`src/rtl/spi_baud_div.sv`:
```
module spi_baud_div #(
  parameter int PRE_W = 3,
  parameter int SEL_W = 3
) (
  input  logic             clk,
  input  logic             rst_n,
  input  logic             en,
  input  logic [PRE_W-1:0] pre_sel,
  input  logic [SEL_W-1:0] rate_sel,
  output logic             tick,
  output logic             sck_phase
);
  localparam int MAX_PRE  = 1 << PRE_W;
  localparam int MAX_HALF = MAX_PRE << ((1 << SEL_W) - 1);
  localparam int CNT_W    = $clog2(MAX_HALF);
  localparam int HALF_W   = CNT_W + 1;

  logic [PRE_W-1:0]  pre_q;
  logic [SEL_W-1:0]  sel_q;
  logic [CNT_W-1:0]  cnt;
  logic [HALF_W-1:0] half;
  logic              last;

  assign half = (HALF_W'(pre_q) + HALF_W'(1)) << sel_q;
  assign last = (HALF_W'(cnt) + HALF_W'(1)) == half;
  assign tick = en & last;

  always_ff @(posedge clk or negedge rst_n) begin
    if (!rst_n) begin
      pre_q     <= '0;
      sel_q     <= '0;
      cnt       <= '0;
      sck_phase <= 1'b0;
    end else if (!en) begin
      pre_q     <= pre_sel;
      sel_q     <= rate_sel;
      cnt       <= '0;
      sck_phase <= 1'b0;
    end else if (last) begin
      cnt       <= '0;
      sck_phase <= ~sck_phase;
    end else begin
      cnt <= cnt + 1'b1;
    end
  end
endmodule

```
`config.mk`:
```
export PLATFORM = sky130hd
export DESIGN_NAME = spi_baud_div
export DESIGN_NICKNAME = d
export VERILOG_FILES = /design/src/rtl/spi_baud_div.sv
export SDC_FILE = /design/constraint.sdc
export NUM_CORES = 1
export LEC_CHECK = 0
export BUFFER_PORTS_ARGS = -buffer_cell sky130_fd_sc_hd__buf_2
export CORE_MARGIN = 5
export CORE_UTILIZATION = 58
export DETAILED_ROUTE_END_ITERATION = 8
export HOLD_SLACK_MARGIN = 0.12
export PLACE_DENSITY = 0.78
export SYNTH_ARGS = -nofsm -noshare
export SYNTH_HDL_FRONTEND = slang
export SYNTH_SLANG_ARGS = --single-unit
```
`constraint.sdc`:
```
create_clock -name clk -period 3.8 [get_ports clk]
set_input_delay 0.76 -clock clk [delete_from_list [all_inputs] [get_ports clk]]
set_output_delay 0.76 -clock clk [all_outputs]
set_load 0.02 [all_outputs]
```
==> results of run 1 <==
[per-stage QoR]
step / power (W) / worst slack [ps]
finish: 0.0004456 / 197.5
global route: 0.0004725 / 11.19
CTS: 0.0004452 / 146.4
detailed placement: 0.0003475 / 480.6
global placement: 0.0003424 / 601.9
floorplan: 0.0003169 / 721.2
[final cells by class]
type / instances / area [sq um]
sequential: 17 / 425.4
clock buffer: 3 / 22.52
timing repair buffer: 10 / 50.05
tap: 27 / 33.78
inverter: 5 / 18.77
fill: 190 / 675.6
multi-input combinational: 101 / 730.7
clock inverter: 1 / 5.005
[worst max-delay path by stage]
| stage | start | endpoint | cells past startpoint |
|---|---|---|---|
| 6_report | pre_q[0] | tick | 9 |
| 5_1_grt | pre_q[0] | tick | 9 |
| 4_1_cts | pre_q[0] | tick | 8 |
| 3_5_place_dp | pre_q[0] | tick | 8 |
| 3_3_place_gp | pre_q[0] | tick | 8 |
| 2_1_floorplan | pre_q[0] | tick | 7 |
[synth_stat cells, drive strengths merged]
cell type	count
mux2	6
and2	3
buf	1
nor4	3
o31ai	1
inv	5
xor2	8
nor4b	1
nand4	3
a311oi	1
a31oi	1
o21ai	2
a221oi	1
a211oi	1
nor2b	3
or3	1
nor2	15
a2111oi	1
o211ai	1
a211o	1
clkbuf	3
dfrtp	17
ha	2
nand2b	3
nor3	4
a22o	2
nand2	6
a22oi	1
o2111ai	1
a21oi	2
and3	3
nand3	10
xnor2	10
mux2i	3
mux4	1
[logic make-up after synthesis]
group                      synth area share (%)
muxes                                     10.13
xor gates and xnor gates                  13.29
adders and majority gates                 2.109
AOI/OAI and AO/OA                         12.24
buffers and inverters                     2.953
and+or+nand+nor                           23.42
DFF                                       35.87
[power by group through the flow]
stage                     sequential (W)  combinational, W  clock [W]
after global placement          0.000216          0.000126          0
after floorplan                 0.000207          0.000110          0
after detailed placement        0.000218          0.000130          0
final                           0.000215          0.000130   0.000101
after CTS                       0.000214          0.000130   0.000101
after global routing            0.000218          0.000146   0.000108
[per-layer routing]
layer  vias to the layer above  part of all wire [%]
met1                       468                    43
met3                         5                   4.2
met2                        25                    51
li1                        474                     -
met4                         0                   1.5
met5                         -                     0
[state kept, by name, indices dropped and copies added (netlist names)]
name / count
cnt: 10
pre_q: 3
sck_phase: 1
sel_q: 3
[critical path, delay by kind of cell (launching register included)]
| kind | cells | cell delay, ps |
|---|---|---|
| simple gates | 3 | 350 |
| buf+inv | 1 | 150 |
| flops | 1 | 480 |
| mux | 1 | 370 |
| fa+ha+maj | 1 | 250 |
| compound gates | 2 | 630 |
| xor+xnor | 1 | 330 |
==> results.yml, run 1 <==
global_routing:
  overflow: 0
  antenna_found_initial: 0
  grtUsageMet2_pct: 27.87
  busiest_layer: "met2"
  grt_pass1_wl_microns: 4236
  grt_pass1_vias: 983
  grt_usage_pct: 16.90
  grt_max_degree: 18
  use_met1_pct: 21.99
  grtUsageMet3_pct: 2.564
clock_tree:
  cts_made_buffers: 3
  cts_setup_buffers: 0
  htreeDepth: 1
  ctsRootBufferMaster: "clkbuf_4"
  cts_tree: "done"
  cts_resized: 0
  clkLatencyLatePin_ps: 300
  cts_sinks: 17
  hold_buffers: 0
  clk_path_buf_depth: 2
  path_clk_slew_ps: 100
sta:
  slew_violations: 0
  fin_crit_sh_pct: 94.80
  max_freq_ghz: 0.2776
  finalCriticalPeriod_ps: 3603
  setup_viol: 0
  hold_viol_final: 0
  slew_headroom_pct: 69.82
  worst_clock_skew_ps: 3.800
  finalSetupTns_ps: 0
  worstMarginPinSlew_ps: 452.7
  rsz0062_at_grt: "no"
  fin_hold_ws_ps: 362.4
detailed_routing:
  ant_nets: 0
  wl_per_cell_microns: 14.66
  dr.pass1.iters: 4
  post-route-drc-count: 0
  vias_per_cell: 5.927
  dr.first_iter.drc_count: 30
  dr_total_vias: 972
  route.final.wire_length_microns: 2404
pwr:
  pwr-share-comb_pct: 29.3
  power.leakage_nw: 0.5418
  intPower_w: 0.0002898
  power.switching_w: 0.0001558
  ir_drop_v: 0.0002221
  switching_share_pct: 34.96
  cellPowerDensity_mw_per_mm2: 346.4
  power_frac_seq_pct: 48.2
  clkPwrFrac_pct: 22.6
worst_setup_path:
  cp_max_fo: 9
  reg2reg_slack_ps: 1100
  cp_slowest_stage_delay_ps: 480
  r2r_start: "pre_q[0]"
  reg2reg_depth: 7
  reg2reg_to: "cnt[1]"
  arrival_ps: 2840
  cp-end-kind: "output port"
  cp-start-kind: "register"
  critPathKind: "register to output port"
  path_cells: "ha_1 -> xnor2_1 -> mux4_2 -> nand2b_1 -> a22o_1 -> a311oi_2 -> nor3_2 -> and2_1 -> buf_2"
  slowest_stage: "dfrtp_1"
  required_ps: 3040
cells_and_area:
  area_delta_synth_final_pct: 8.438
  final_cells: 164
  fin_util_pct: 65.56
  layout.nets: 149
  layout_commonest_cell: "dfrtp_1"
  layout_common_cells: "dfrtp_1, nor2_1, nand3_1, xnor2_1, buf_2"
  drive_gt1_share_pct: 19.71
  final_area_sq_mm: 0.001286
  diodes: 0
die:
  core_sq_mm: 0.001962
  rows: 16
  die_area_sq_mm: 0.003049
  num_io_pins: 11
  start_util_pct: 60.46
  die_w_microns: 55.22
  die_h_microns: 55.22
placed_design:
  gp_congestion: 0.8942
  place_inst: 160
  port_buffers: 10
  dpl.hpwl_microns: 1864
  dpl_cell_area_sq_mm: 0.001254
synth:
  netlist_area_sq_mm: 0.001186
  syn_inst: 127
  synth.largest_area_cell: "dfrtp_1"
  syn_avg_cell_area_sq_um: 9.340
  synth_fp_nets: 138
  ys_seq_elements: 17
  seq_area_frac_synth_pct: 35.86
  synth_warnings: 0
  synth_top_area_share_pct: 35.86
  yosys.cell_types.count: 36
  synthTopCellsByArea: "dfrtp_1, xnor2_1, xor2_1"
outcome:
  status: "finished, final reports clean"
job:
  drv_cap: 0
worst_hold_path:
  hold_class: "primary input to async pin"
No activity file was read; power rests on OpenSTA's default activity.
==> inputs of run 2 (changes only) <==
==> config.mk (replaced) <==
export PLATFORM = sky130hd
export DESIGN_NAME = spi_baud_div
export DESIGN_NICKNAME = d
export VERILOG_FILES = /design/src/rtl/spi_baud_div.sv
export SDC_FILE = /design/constraint.sdc
export NUM_CORES = 1
export LEC_CHECK = 0
export ABC_AREA = 1
export BUFFER_PORTS_ARGS = -buffer_cell sky130_fd_sc_hd__buf_2
export CORE_MARGIN = 2
export CORE_UTILIZATION = 59
export DETAILED_ROUTE_END_ITERATION = 8
export HOLD_SLACK_MARGIN = 0.12
export PLACE_DENSITY = 0.79
export SYNTH_ARGS = -nofsm -noshare
export SYNTH_HDL_FRONTEND = slang
export SYNTH_SLANG_ARGS = --single-unit
==> run 2 against run 1 <==
Effect of this change:
- clock skew decreased by 0.54 ps
- cell area increased by 12%
- utilization decreased by 0.056 points
- critical endpoint unchanged
==> results.yml, run 2 <==
outcome:
  status: "finished, final reports clean"
synth:
  yosys-top-cells-count: "nand2_1, nand3_1, inv_1, dfrtp_1, nor2_2"
  syn_avg_cell_area_sq_um: 6.812
  async_reset_ff_share_pct: 100.0
  synth_enable_flop_cells: 0
  ys_seq_elements: 17
  synth_top_area_share_pct: 31.54
  synth_fp_nets: 209
  seq_area_frac_synth_pct: 31.54
  synth_warnings: 0
  netlist_area_sq_mm: 0.001349
  synth.largest_area_cell: "dfrtp_1"
  yosys.cell_types.count: 24
  synthTopCellsByArea: "dfrtp_1, nand2_1, nand3_1"
  syn_inst: 198
  yosysMostFrequentCell: "nand2_1"
  synth_ff_type: "dfrtp_1"
worst_setup_path:
  arrival_ps: 2350
  cp_max_fo: 8
  r2r_start: "pre_q[0]"
  reg2reg_depth: 12
  required_ps: 3040
  critPathKind: "register to output port"
  cp-start-kind: "register"
  reg2reg_slack_ps: 1750
  cp-end-kind: "output port"
  reg2reg_to: "cnt[2]"
clock_tree:
  htreeDepth: 1
  hold_buffers: 0
  cts_resized: 0
  cts_made_buffers: 3
  ctsRootBufferMaster: "clkbuf_4"
  clkLatencyLatePin_ps: 300
  cts_setup_buffers: 0
  clk_path_buf_depth: 2
  path_clk_slew_ps: 100
  cts_tree: "done"
  cts_sinks: 17
pwr:
  power.leakage_nw: 0.7411
  switching_share_pct: 36.70
  intPower_w: 0.0002771
  pwr-share-comb_pct: 29.7
  clkPwrFrac_pct: 22.9
  ir_drop_v: 0.0002104
  power.switching_w: 0.0001606
  power_frac_seq_pct: 47.5
  cellPowerDensity_mw_per_mm2: 305.0
sta:
  worstMarginPinSlew_ps: 382.0
  worst_clock_skew_ps: 3.263
  max_freq_ghz: 0.3213
  finalCriticalPeriod_ps: 3112
  fin_crit_sh_pct: 81.90
  slew_headroom_pct: 74.54
  setup_viol: 0
  rsz0062_at_grt: "no"
  slew_violations: 0
  finalSetupTns_ps: 0
  hold_viol_final: 0
placed_design:
  dpl.hpwl_microns: 2288
  gp_congestion: 0.8359
  port_buffers: 10
  place_inst: 231
detailed_routing:
  wl_per_cell_microns: 12.23
  dr_total_vias: 1250
  vias_per_cell: 5.319
  ant_nets: 0
  post-route-drc-count: 0
  dr.pass1.iters: 5
  route.final.wire_length_microns: 2873
  dr.first_iter.drc_count: 40
cells_and_area:
  layout_commonest_cell: "nand2_1"
  diodes: 0
  final_cells: 235
  regMostFlops: "cnt"
  layout_common_cells: "nand2_1, nand3_1, inv_1"
  area_delta_synth_final_pct: 6.401
  largest_reg_flops: 10
  drive_gt1_share_pct: 20.29
  largest_registers: "cnt x10, pre_q x3, sel_q x3"
  layout.nets: 219
die:
  die_h_microns: 51.82
  core_sq_mm: 0.002191
  rows: 17
  start_util_pct: 61.56
  num_io_pins: 11
  die_w_microns: 51.82
  die_area_sq_mm: 0.002685
worst_hold_path:
  hold_class: "primary input to async pin"
global_routing:
  grt_pass1_wl_microns: 5147
  overflow: 0
  grt_pass1_vias: 1256
  grt_usage_pct: 26.30
  grt_max_degree: 18
  antenna_found_initial: 0
job:
  drv_cap: 0
==> run 2: changes by cell type after synthesis, sizes merged, moves of 6 or more <==
cell / change
inv: +19
nand2: +62
nor2: +10
nand3: +23
xnor2: -8
mux2: -6
==> run 2: how the worst max path moves through the flow <==
stage / cells past startpoint / end / slack, ps / start
final: 12 / tick / 690 / pre_q[0]
after global routing: 12 / tick / 420 / pre_q[0]
after CTS: 12 / tick / 660 / pre_q[0]
after detailed placement: 12 / tick / 1000 / pre_q[0]
after global placement: 12 / tick / 1120 / pre_q[0]
after floorplan: 11 / tick / 1200 / pre_q[0]
==> run 2: cells by family after synthesis <==
family                     share of synthesized area [%]
and+or+nand+nor                                    52.23
AOI/OAI and AO/OA                                  2.597
xor gates and xnor gates                           3.247
DFF                                                31.54
adders and majority gates                          1.855
buffers and inverters                              8.535
==> run 2: metal layers <==
layer	part of all wire, %	track usage [%]	wire, microns	vias up
li1	-	-	-	647
met1	42	29.40	1199	576
met2	53	48.29	1510	18
met3	2.1	2.586	59	9
met4	3.7	14.91	105	0
met5	0	0	0	-
==> run 2: cell type report <==
type,instances,area (sq um)
clock buffer,4,26.28
fill,195,755.7
inverter,24,90.09
multi-input combinational,152,808.3
sequential,17,425.4
tap,28,35.03
timing repair buffer,10,50.05
==> run 2: worst max-delay path, cell delays in order, from the launching register on <==
cell	delay, ps
dfrtp_1	470
ha_1	360
o21ai_1	90
nor2_1	190
nand2_1	80
nand2_1	70
nand3_1	80
nor2_1	90
nand3_1	80
nor2_2	170
nand2_4	100
nor2_1	100
buf_2	180
==> run 2: power by group through the flow <==
| stage | Sequential (W) | Clock [W] | Combinational [W] |
|---|---|---|---|
| 3_3_place_gp | 0.000211 | 0 | 0.000126 |
| 2_1_floorplan | 0.000204 | 0 | 0.000107 |
| 4_1_cts | 0.000208 | 0.000103 | 0.000131 |
| 5_1_grt | 0.000210 | 0.000104 | 0.000150 |
| 6_report | 0.000208 | 0.000100 | 0.000130 |
| 3_5_place_dp | 0.000212 | 0 | 0.000129 |
==> run 2: stage by stage <==
stage | util, % | setup slack (ps) | total power [W] | cell area [sq um] | hold WS, ps
finish | 65.51 | 687.9 | 0.0004377 | 1435 | 361.5
global placement | 64.31 | 1123 | 0.0003364 | 1409 | 496.3
detailed placement | 64.31 | 999.7 | 0.0003411 | 1409 | 504.9
CTS | 65.51 | 662.6 | 0.0004418 | 1435 | 362.5
floorplan | - | 1205 | 0.0003110 | 1349 | 464.4
global route | 65.51 | 417.4 | 0.0004649 | 1435 | 398.8
==> inputs of run 3 (changes only) <==
==> constraint.sdc (replaced) <==
create_clock -name clk -period 3 [get_ports clk]
set_input_delay 0.6 -clock clk [delete_from_list [all_inputs] [get_ports clk]]
set_output_delay 0.6 -clock clk [all_outputs]
set_load 0.02 [all_outputs]
==> run 3 against run 2 <==
Effect of this change:
- total power rose by 32%
- largest power group unchanged
- via count rose by 3.5%
- critical path depth did not move
- clock-buffer cell count did not move
- clock skew fell by 1.4 ps
- first-iteration DRC count rose by 30%
- critical endpoint unchanged
- combinational power rose by 42%
- routed wire length rose by 4.5%
- flip-flop and latch count did not move
==> results.yml, run 3 (synthesized netlist as in run 2, its figures left out) <==
outcome:
  status: "finished, final reports clean"
die:
  die_w_microns: 51.82
  die_h_microns: 51.82
  die_area_sq_mm: 0.002685
  num_io_pins: 11
  rows: 17
  core_sq_mm: 0.002191
  start_util_pct: 61.56
clock_tree:
  cts_sinks: 17
  clkLatencyLatePin_ps: 290
  cts_tree: "done"
  ctsRootBufferMaster: "clkbuf_4"
  clk_path_buf_depth: 2
  cts_made_buffers: 3
  path_clk_slew_ps: 100
  htreeDepth: 1
  hold_buffers: 0
placed_design:
  gp_congestion: 0.8359
  dpl_cell_area_sq_mm: 0.001409
  port_buffers: 10
  place_inst: 231
  dpl.hpwl_microns: 2288
cells_and_area:
  drive_gt1_share_pct: 25.94
  n_fill_cell: 171
  regMostFlops: "cnt"
  layout.nets: 224
  layout_commonest_cell: "nand2_1"
  largest_registers: "cnt x10, pre_q x3, sel_q x3"
  diodes: 0
  largest_reg_flops: 10
  final_area_sq_mm: 0.001525
  seq_area_sq_um: 429.2
  multiInputGateArea_sq_um: 850.8
  layout_common_cells: "nand2_1, nand3_1, inv_1"
  area_delta_synth_final_pct: 13.08
  final_cells: 240
global_routing:
  grt_pass1_vias: 1258
  grt_max_degree: 18
  antenna_found_initial: 0
  overflow: 0
  grt_pass1_wl_microns: 5002
  grt_usage_pct: 25.39
sta:
  worst_clock_skew_ps: 1.877
  slew_headroom_pct: 76.05
  finalCriticalPeriod_ps: 2807
  rsz0062_at_grt: "no"
  max_freq_ghz: 0.3563
  fin_crit_sh_pct: 93.55
  hold_viol_final: 0
  setup_viol: 0
  slew_violations: 0
  finalSetupTns_ps: 0
  worstMarginPinSlew_ps: 355.4
worst_setup_path:
  arrival_ps: 2210
  required_ps: 2400
  r2r_start: "pre_q[0]"
  reg2reg_to: "cnt[2]"
  critPathKind: "register to output port"
  cp-start-kind: "register"
  critical_path.startpoint: "pre_q[0]"
  reg2reg_slack_ps: 880
  reg2reg_depth: 13
  cp_max_fo: 5
  crit_end: "tick"
  cp-end-kind: "output port"
detailed_routing:
  wl_per_cell_microns: 12.51
  route.final.wire_length_microns: 3003
  post-route-drc-count: 0
  ant_nets: 0
  dr_total_vias: 1294
  vias_per_cell: 5.392
  dr.first_iter.drc_count: 52
  dr.pass1.iters: 4
job:
  drv_cap: 0
pwr:
  ir_drop_v: 0.0003020
  cellPowerDensity_mw_per_mm2: 377.4
  power.leakage_nw: 0.7688
worst_hold_path:
  hold_class: "primary input to async pin"
==> run 3: cell types whose count changed in the layout (fill, tap and decap cells not counted), moves of 2 or more <==
cell and change:
buf_4 +5, dfrtp_1 -3, dfrtp_2 +3, nor2_1 -2, nor2_4 +2
==> run 3: area by class of cell <==
cell class                 instances  area share, %
sequential                        17          28.14
tap                               28          2.297
inverter                          24          5.906
clock buffer                       4          1.723
multi-input combinational        152          55.78
timing repair buffer              15          6.153
==> run 3: power breakdown <==
part / total, W / internal [W] / leakage (nW) / switching, W
logic: 0.000184 / 0.0000689 / 0.533 / 0.000115
clock network: 0.000126 / 0.0000518 / 0.0150 / 0.0000744
registers: 0.000265 / 0.000243 / 0.221 / 0.0000223
total: 0.000576 / 0.000364 / 0.769 / 0.000212
==> run 3: how the worst min path moves through the flow <==
stage	startpoint	endpoint	slack (ps)	cells past startpoint
5_1_grt	rst_n	sel_q[1]	240	1
3_5_place_dp	cnt[0]	cnt[0]	510	1
3_3_place_gp	cnt[0]	cnt[0]	500	1
6_report	rst_n	sel_q[1]	200	1
2_1_floorplan	rst_n	cnt[0]	300	0
4_1_cts	rst_n	sel_q[1]	210	1
==> run 3: through the flow <==
| step | hold slack [ps] | utilization (%) | power, W | setup WS, ps |
|---|---|---|---|---|
| after detailed placement | 506.5 | 64.31 | 0.0004322 | 361.7 |
| after floorplan | 304.4 | - | 0.0003940 | 564.5 |
| after global placement | 496.3 | 64.31 | 0.0004261 | 483.1 |
| after global routing | 238.5 | 69.62 | 0.0006107 | 19.30 |
| after CTS | 209.3 | 65.51 | 0.0005580 | 15.17 |
| final | 201.0 | 69.62 | 0.0005757 | 193.5 |
==> run 3: critical path, cell delays in order (launching register included) <==
cell     delay, ps
dfrtp_2        460
ha_4           290
o21ai_1         90
nor2_2         170
nand2_1         80
nand2_1         70
nand3_1         80
nor2_1         110
nand3_1        120
nor2_4         170
nand2_4         80
nor2_4          80
buf_6          120
==> run 3: per-layer routing <==
metal | vias up | routed length (microns) | GRT usage [%]
met5 | - | 0 | 0
li1 | 656 | - | -
met2 | 29 | 1585 | 48.29
met1 | 602 | 1255 | 27.77
met4 | 0 | 79 | 12.28
met3 | 7 | 82 | 2.586
==> run 3: repair_timing <==
action,in CTS,in global routing
endpoints found under the setup margin,0,1
resized for setup,0,12
buffers inserted,0,5
